`config.mk`:
```
export PLATFORM = sky130hd
export DESIGN_NAME = ireg_port
export DESIGN_NICKNAME = d
export VERILOG_FILES = /design/src/rtl/ireg_pkg.sv /design/src/rtl/ireg_ptr.sv /design/src/rtl/ireg_bank.sv /design/src/rtl/ireg_flags.sv /design/src/rtl/ireg_port.sv
export SDC_FILE = /design/constraint.sdc
export NUM_CORES = 1
export LEC_CHECK = 0
export BUFFER_PORTS_ARGS = -buffer_cell sky130_fd_sc_hd__buf_2
export CORE_AREA = 3 3 168 170
export DETAILED_ROUTE_END_ITERATION = 8
export DIE_AREA = 0 0 171 173
export GPL_ROUTABILITY_DRIVEN = 0
export HOLD_SLACK_MARGIN = 0.05
export PLACE_DENSITY = 0.68
export SLEW_MARGIN = 25
export SYNTH_ARGS = -nofsm -noshare
export SYNTH_HDL_FRONTEND = slang
export SYNTH_SLANG_ARGS = --single-unit
```
`constraint.sdc`:
```
create_clock -name clk -period 2.8 [get_ports clk]
set_input_delay 0.42 -clock clk [delete_from_list [all_inputs] [get_ports clk]]
set_output_delay 0.42 -clock clk [all_outputs]
set_load 0.01 [all_outputs]
```
`src/rtl/ireg_pkg.sv`:
```
package ireg_pkg;
    localparam int DW        = 8;
    localparam int NREG      = 26;
    localparam int PW        = $clog2(NREG);
    localparam int CNT_BYTES = 3;
    localparam int CW        = CNT_BYTES * DW;
    localparam int OFS_W     = 4;
    localparam int PER_W     = 3;
    localparam int MAX_OFS   = 12;

    typedef logic [PW-1:0] rptr_t;
    typedef logic [DW-1:0] byte_t;

    localparam rptr_t IDX_SYNC = rptr_t'(17);
    localparam rptr_t IDX_CNT  = rptr_t'(18);
    localparam rptr_t IDX_STAT = rptr_t'(23);
    localparam rptr_t IDX_CMD  = rptr_t'(24);
    localparam rptr_t IDX_DATA = rptr_t'(25);
    localparam rptr_t IDX_LAST = rptr_t'(NREG - 1);

    typedef struct packed {
        logic       int_p;
        logic       lci;
        logic       busy;
        logic       cip;
        logic [1:0] rsv;
        logic       perr;
        logic       dbr;
    } aux_t;

    function automatic byte_t sync_fix(input byte_t v);
        logic [OFS_W-1:0] ofs;
        ofs = v[OFS_W-1:0];
        if (ofs > OFS_W'(MAX_OFS))
            ofs = OFS_W'(MAX_OFS);
        return {1'b0, v[OFS_W+PER_W-1:OFS_W], ofs};
    endfunction

    function automatic rptr_t ptr_sat(input byte_t v);
        if (v > byte_t'(NREG - 1))
            return IDX_LAST;
        return rptr_t'(v);
    endfunction
endpackage

```
`src/rtl/ireg_ptr.sv`:
```
module ireg_ptr
    import ireg_pkg::*;
(
    input  logic  clk,
    input  logic  rst,
    input  logic  load,
    input  byte_t load_val,
    input  logic  step,
    output rptr_t ptr
);
    always_ff @(posedge clk) begin
        if (rst)
            ptr <= '0;
        else if (load)
            ptr <= ptr_sat(load_val);
        else if (step && ptr < IDX_DATA && ptr < IDX_LAST)
            ptr <= ptr + rptr_t'(1);
    end
endmodule

```
`src/rtl/ireg_bank.sv`:
```
module ireg_bank
    import ireg_pkg::*;
(
    input  logic                   clk,
    input  logic                   rst,
    input  logic                   wr_en,
    input  rptr_t                  wr_idx,
    input  byte_t                  wr_data,
    input  logic                   st_load,
    input  byte_t                  st_val,
    output logic [NREG-1:0][DW-1:0] regs
);
    for (genvar i = 0; i < NREG; i++) begin : g_reg
        if (i == int'(IDX_STAT)) begin : g_stat
            always_ff @(posedge clk) begin
                if (rst)
                    regs[i] <= '0;
                else if (st_load)
                    regs[i] <= st_val;
            end
        end else if (i == int'(IDX_SYNC)) begin : g_sync
            always_ff @(posedge clk) begin
                if (rst)
                    regs[i] <= '0;
                else if (wr_en && wr_idx == rptr_t'(i))
                    regs[i] <= sync_fix(wr_data);
            end
        end else begin : g_plain
            always_ff @(posedge clk) begin
                if (rst)
                    regs[i] <= '0;
                else if (wr_en && wr_idx == rptr_t'(i))
                    regs[i] <= wr_data;
            end
        end
    end
endmodule

```
`src/rtl/ireg_flags.sv`:
```
module ireg_flags
    import ireg_pkg::*;
(
    input  logic clk,
    input  logic rst,
    input  logic cmd_acc,
    input  logic cmd_drop,
    input  logic eng_ack,
    input  logic eng_done,
    input  logic eng_perr,
    input  logic stat_rd,
    output logic busy,
    output logic cip,
    output logic int_p,
    output logic lci,
    output logic perr
);
    always_ff @(posedge clk) begin
        if (rst) begin
            busy  <= 1'b0;
            cip   <= 1'b0;
            int_p <= 1'b0;
            lci   <= 1'b0;
            perr  <= 1'b0;
        end else begin
            if (eng_ack)
                cip <= 1'b0;
            if (eng_done) begin
                busy <= 1'b0;
                cip  <= 1'b0;
            end
            if (cmd_acc) begin
                busy <= 1'b1;
                cip  <= 1'b1;
            end
            if (eng_done)
                int_p <= 1'b1;
            else if (stat_rd)
                int_p <= 1'b0;
            if (cmd_drop)
                lci <= 1'b1;
            else if (stat_rd)
                lci <= 1'b0;
            if (eng_perr)
                perr <= 1'b1;
            else if (stat_rd)
                perr <= 1'b0;
        end
    end
endmodule

```
`src/rtl/ireg_port.sv`:
```
module ireg_port
    import ireg_pkg::*;
(
    input  logic             clk,
    input  logic             rst,
    input  logic             hst_cs,
    input  logic             hst_we,
    input  logic             hst_port,
    input  logic [7:0]       hst_wdata,
    output logic [7:0]       hst_rdata,
    input  logic             eng_ack,
    input  logic             eng_done,
    input  logic [7:0]       eng_status,
    input  logic             eng_perr,
    input  logic             eng_dbr,
    output logic             cmd_start,
    output logic [7:0]       cmd_code,
    output logic [23:0]      xfer_count,
    output logic [3:0]       sync_offset,
    output logic [2:0]       sync_period,
    output logic             irq
);
    rptr_t                   ptr;
    logic [NREG-1:0][DW-1:0] regs;
    logic busy, cip, int_p, lci, perr;
    logic val_acc, ptr_ld, gated, wr_ok, cmd_wr, cmd_acc, cmd_drop, stat_rd;
    aux_t aux;

    assign val_acc  = hst_cs && hst_port;
    assign ptr_ld   = hst_cs && !hst_port && hst_we;
    assign gated    = (busy && ptr < IDX_CMD) || (cip && ptr == IDX_CMD);
    assign cmd_wr   = val_acc && hst_we && ptr == IDX_CMD;
    assign cmd_acc  = cmd_wr && !cip;
    assign cmd_drop = cmd_wr && cip;
    assign wr_ok    = val_acc && hst_we && !gated && ptr != IDX_STAT;
    assign stat_rd  = val_acc && !hst_we && !gated && ptr == IDX_STAT;

    ireg_ptr u_ptr (
        .clk      (clk),
        .rst      (rst),
        .load     (ptr_ld),
        .load_val (hst_wdata),
        .step     (val_acc),
        .ptr      (ptr)
    );

    ireg_bank u_bank (
        .clk     (clk),
        .rst     (rst),
        .wr_en   (wr_ok),
        .wr_idx  (ptr),
        .wr_data (hst_wdata),
        .st_load (eng_done),
        .st_val  (eng_status),
        .regs    (regs)
    );

    ireg_flags u_flags (
        .clk      (clk),
        .rst      (rst),
        .cmd_acc  (cmd_acc),
        .cmd_drop (cmd_drop),
        .eng_ack  (eng_ack),
        .eng_done (eng_done),
        .eng_perr (eng_perr),
        .stat_rd  (stat_rd),
        .busy     (busy),
        .cip      (cip),
        .int_p    (int_p),
        .lci      (lci),
        .perr     (perr)
    );

    always_comb begin
        aux       = '0;
        aux.int_p = int_p;
        aux.lci   = lci;
        aux.busy  = busy;
        aux.cip   = cip;
        aux.perr  = perr;
        aux.dbr   = eng_dbr;
    end

    always_comb begin
        if (!hst_port)
            hst_rdata = aux;
        else if (gated)
            hst_rdata = '0;
        else
            hst_rdata = regs[ptr];
    end

    always_ff @(posedge clk) begin
        if (rst)
            cmd_start <= 1'b0;
        else
            cmd_start <= cmd_acc;
    end

    for (genvar b = 0; b < CNT_BYTES; b++) begin : g_cnt
        assign xfer_count[CW-1-b*DW -: DW] = regs[int'(IDX_CNT) + b];
    end

    assign cmd_code    = regs[IDX_CMD];
    assign sync_offset = regs[IDX_SYNC][OFS_W-1:0];
    assign sync_period = regs[IDX_SYNC][OFS_W+PER_W-1:OFS_W];
    assign irq         = int_p;
endmodule

```
==> flow_summary.ini <==
[logic_synthesis]
synth_area_leaders = dfxtp_1 (41%), mux2i_1 (23%), nand2b_1 (6.1%)
synth_top_area_share_pct = 40.8
synth_cells = 1071
yosysTopAreaCell = dfxtp_1
synth.most_common_cell = mux2i_1
synth_nets = 1101
synth_area_per_cell_sq_um = 10.0
synth_common_cells = mux2i_1 (242), dfxtp_1 (218), nor2_1 (117), nand2b_1 (104), clkbuf_1 (57)
synth_flop_cell = dfxtp_1
synth.distinct_cells = 55
synth_edf_count = 0
syn_area_sq_um = 10700
synthArstFlopShare_pct = 0
yosysWarnings = 0
synth_seq_cells = 218
yosysSeqAreaShare_pct = 40.8

[hold_path]
min_to = u_bank.regs[191]$_SDFFE_PP0P_
min-delay-start = eng_status[7]
min_delay_path_depth = 3
hold_class = primary input to register

[floorplanning]
coreArea_sq_um = 26900
start_util_pct = 39.8
die_width_microns = 171
row_count = 60
fp.dieH_microns = 173
die_area_sq_um = 29600
ios = 74

[cts]
clock_sinks = 218
cts_made_buffers = 23
clk_path_buf_depth = 3
h-tree-depth = 1
insertion_delay_ps = 520
clock-root-buffer = clkbuf_16
clk_pin_slew_ps = 70
ctsHoldBuffers = 0
cts_tree = yes

[cells_and_area]
antenna_cells = 0
nets = 1139
multi_input_area_sq_um = 5920
fin_util_pct = 46.6
fillCellCount = 2490
area_delta_synth_final_pct = 16.9
drive_gt1_share_pct = 23.7
seqCellArea_sq_um = 4380

[timing]
fmax_mhz = 339
tightest_slew_ps = 850
finClkSkew_ps = 15.7
fin_ws_ps = -150
rsz0062_at_grt = true
slew_headroom_pct = 43.3
fin_crit_sh_pct = 105
hold_viol_final = 0
fin_crit_ps = 2950
finalMaxSlewViolations = 0
setup_viol = 7

[detailed_routing]
drt_iter0_drc = 935
drc = 0
vias_per_cell = 5.73
wl_microns = 32400
vias = 8389
antenna_left = 0
post_drt_wl_per_cell_microns = 22.1
firstDrtPassIters = 7

[run_status]
violations = negative setup slack
outcome = finished with violations

[global_routing]
grt_overflow = 0
grt_max_degree = 62
gr-usage-all-layers_pct = 21.1
grt_pass1_wl_microns = 48500
antenna_found_initial = 0
first_global_vias = 7949

[setup_path]
path_cells = buf_4 > buf_4 > mux2i_1 > o22ai_1 > nor4_4 > a311oi_2 > buf_4 > buf_2
crit_start = u_ptr.ptr[1]$_SDFFE_PP0P_
cp-end-kind = output port
crit_arrival_ps = 2530
cp-start-kind = register
criticalPathCategory = register to output port
timing.rr.end = u_bank.regs[26]$_SDFFE_PP0P_
cp_common_cell = buf_4
crit_slowest_cell = dfxtp_4
max_stage_delay_ps = 410
worst-r2r-cell-count = 8
reg2reg_setup_slack_ps = 310
cp_max_fo = 5
timing.rr.start = u_ptr.ptr[0]$_SDFFE_PP0P_
required_ps = 2380

[place]
place_hpwl_microns = 22000
dp_slack_ps = 120
port_buffers = 73

[power]
power_leakage_uw = 0.00547
power.density_nw_per_um2 = 559
ir_worst_vdd_mv = 0.363

[job]
drv_cap = 0
power by group:
group	leakage (uW)	switching [uW]	total, uW	internal [uW]
registers	0.00176	25.6	3150	3130
clock network	0.000366	1280	3080	1800
logic	0.00334	449	772	323
total	0.00547	1750	7000	5250
sequential cells by signal, indices dropped and copies added, names as in the netlist:
signal         count
u_bank.regs      207
u_ptr.ptr          5
cmd_start          1
u_flags.busy       1
u_flags.cip        1
u_flags.int_p      1
u_flags.lci        1
u_flags.perr       1
stage by stage:
stage / power [uW] / area (sq um) / setup TNS [ps] / std cells / hold WS [ps]
3_3_place_gp: 3840 / 11200 / 0 / 1403 / 458
5_1_grt: 7200 / 12500 / -759 / 1465 / 138
6_report: 7000 / 12500 / -396 / 1465 / 140
4_1_cts: 7030 / 12400 / -164 / 1463 / 127
3_5_place_dp: 3850 / 11200 / 0 / 1403 / 461
2_1_floorplan: 3630 / 10700 / 0 / 1071 / 443
logic make-up (layout without fill, tap and decap cells):
group	Yosys count	count (layout)	synth area share, %
buffers and inverters	132	184	6.41
flip-flops	218	218	40.8
AND/OR/NAND/NOR	332	333	16.6
multiplexers	271	271	28.4
adder cells (fa/ha/maj)	5	5	0.584
AO/OA/AOI/OAI	112	112	7.15
XOR/XNOR	1	1	0.0818
worst max-delay path by stage:
stage | end | cells after the start | slack, ps
2_1_floorplan | hst_rdata[7] | 10 | 40
3_3_place_gp | hst_rdata[3] | 5 | 170
3_5_place_dp | hst_rdata[2] | 7 | 120
4_1_cts | hst_rdata[2] | 7 | -40
5_1_grt | hst_rdata[4] | 8 | -170
6_report | hst_rdata[4] | 8 | -150
layout by cell type, fill, tap and decap left out, drive strengths merged, types with 4 or more instances in the layout:
master / instances
inv: 6
o22ai: 4
mux2i: 242
o21ai: 30
nor2: 117
a211oi: 6
nand3: 34
and3: 5
buf: 138
a31oi: 5
clkbuf: 31
a311oi: 4
nand4b: 6
mux4: 26
a22oi: 12
nor3: 4
or3b: 4
dfxtp: 218
and2: 8
a21oi: 26
nor2b: 14
nand2b: 104
clkinv: 4
nand2: 21
ha: 5
a2111oi: 5
nor4: 5
cell type report:
class,instances,share of cell area [%]
flip-flops and latches,218,35.0
well taps,341,3.41
clock inverters,9,0.830
repair buffers,139,8.21
clock buffers,31,5.16
inverters,5,0.150
multi-input cells,722,47.3
metal layers:
metal | share of wire [%] | up-vias | track usage, %
li1 | - | 3815 | -
met1 | 43 | 4083 | 29.7
met2 | 44 | 406 | 32.3
met3 | 8.7 | 85 | 4.18
met4 | 3.9 | 0 | 7.08
met5 | 0 | - | 0
critical path, delay by kind of cell (launching register included):
family	cells	cell delay [ps]
buffers and inverters	4	550
flip-flops	1	410
multiplexers	1	390
AND/OR/NAND/NOR	1	350
AO/OA/AOI/OAI	2	310
timing repair:
item,in CTS,in global routing
cloned,2,0
gates resized for setup,48,15
pin swaps,10,3
setup endpoints to repair,8,8
setup buffers,20,2
Note: power is estimated with default switching activity, not from simulation.
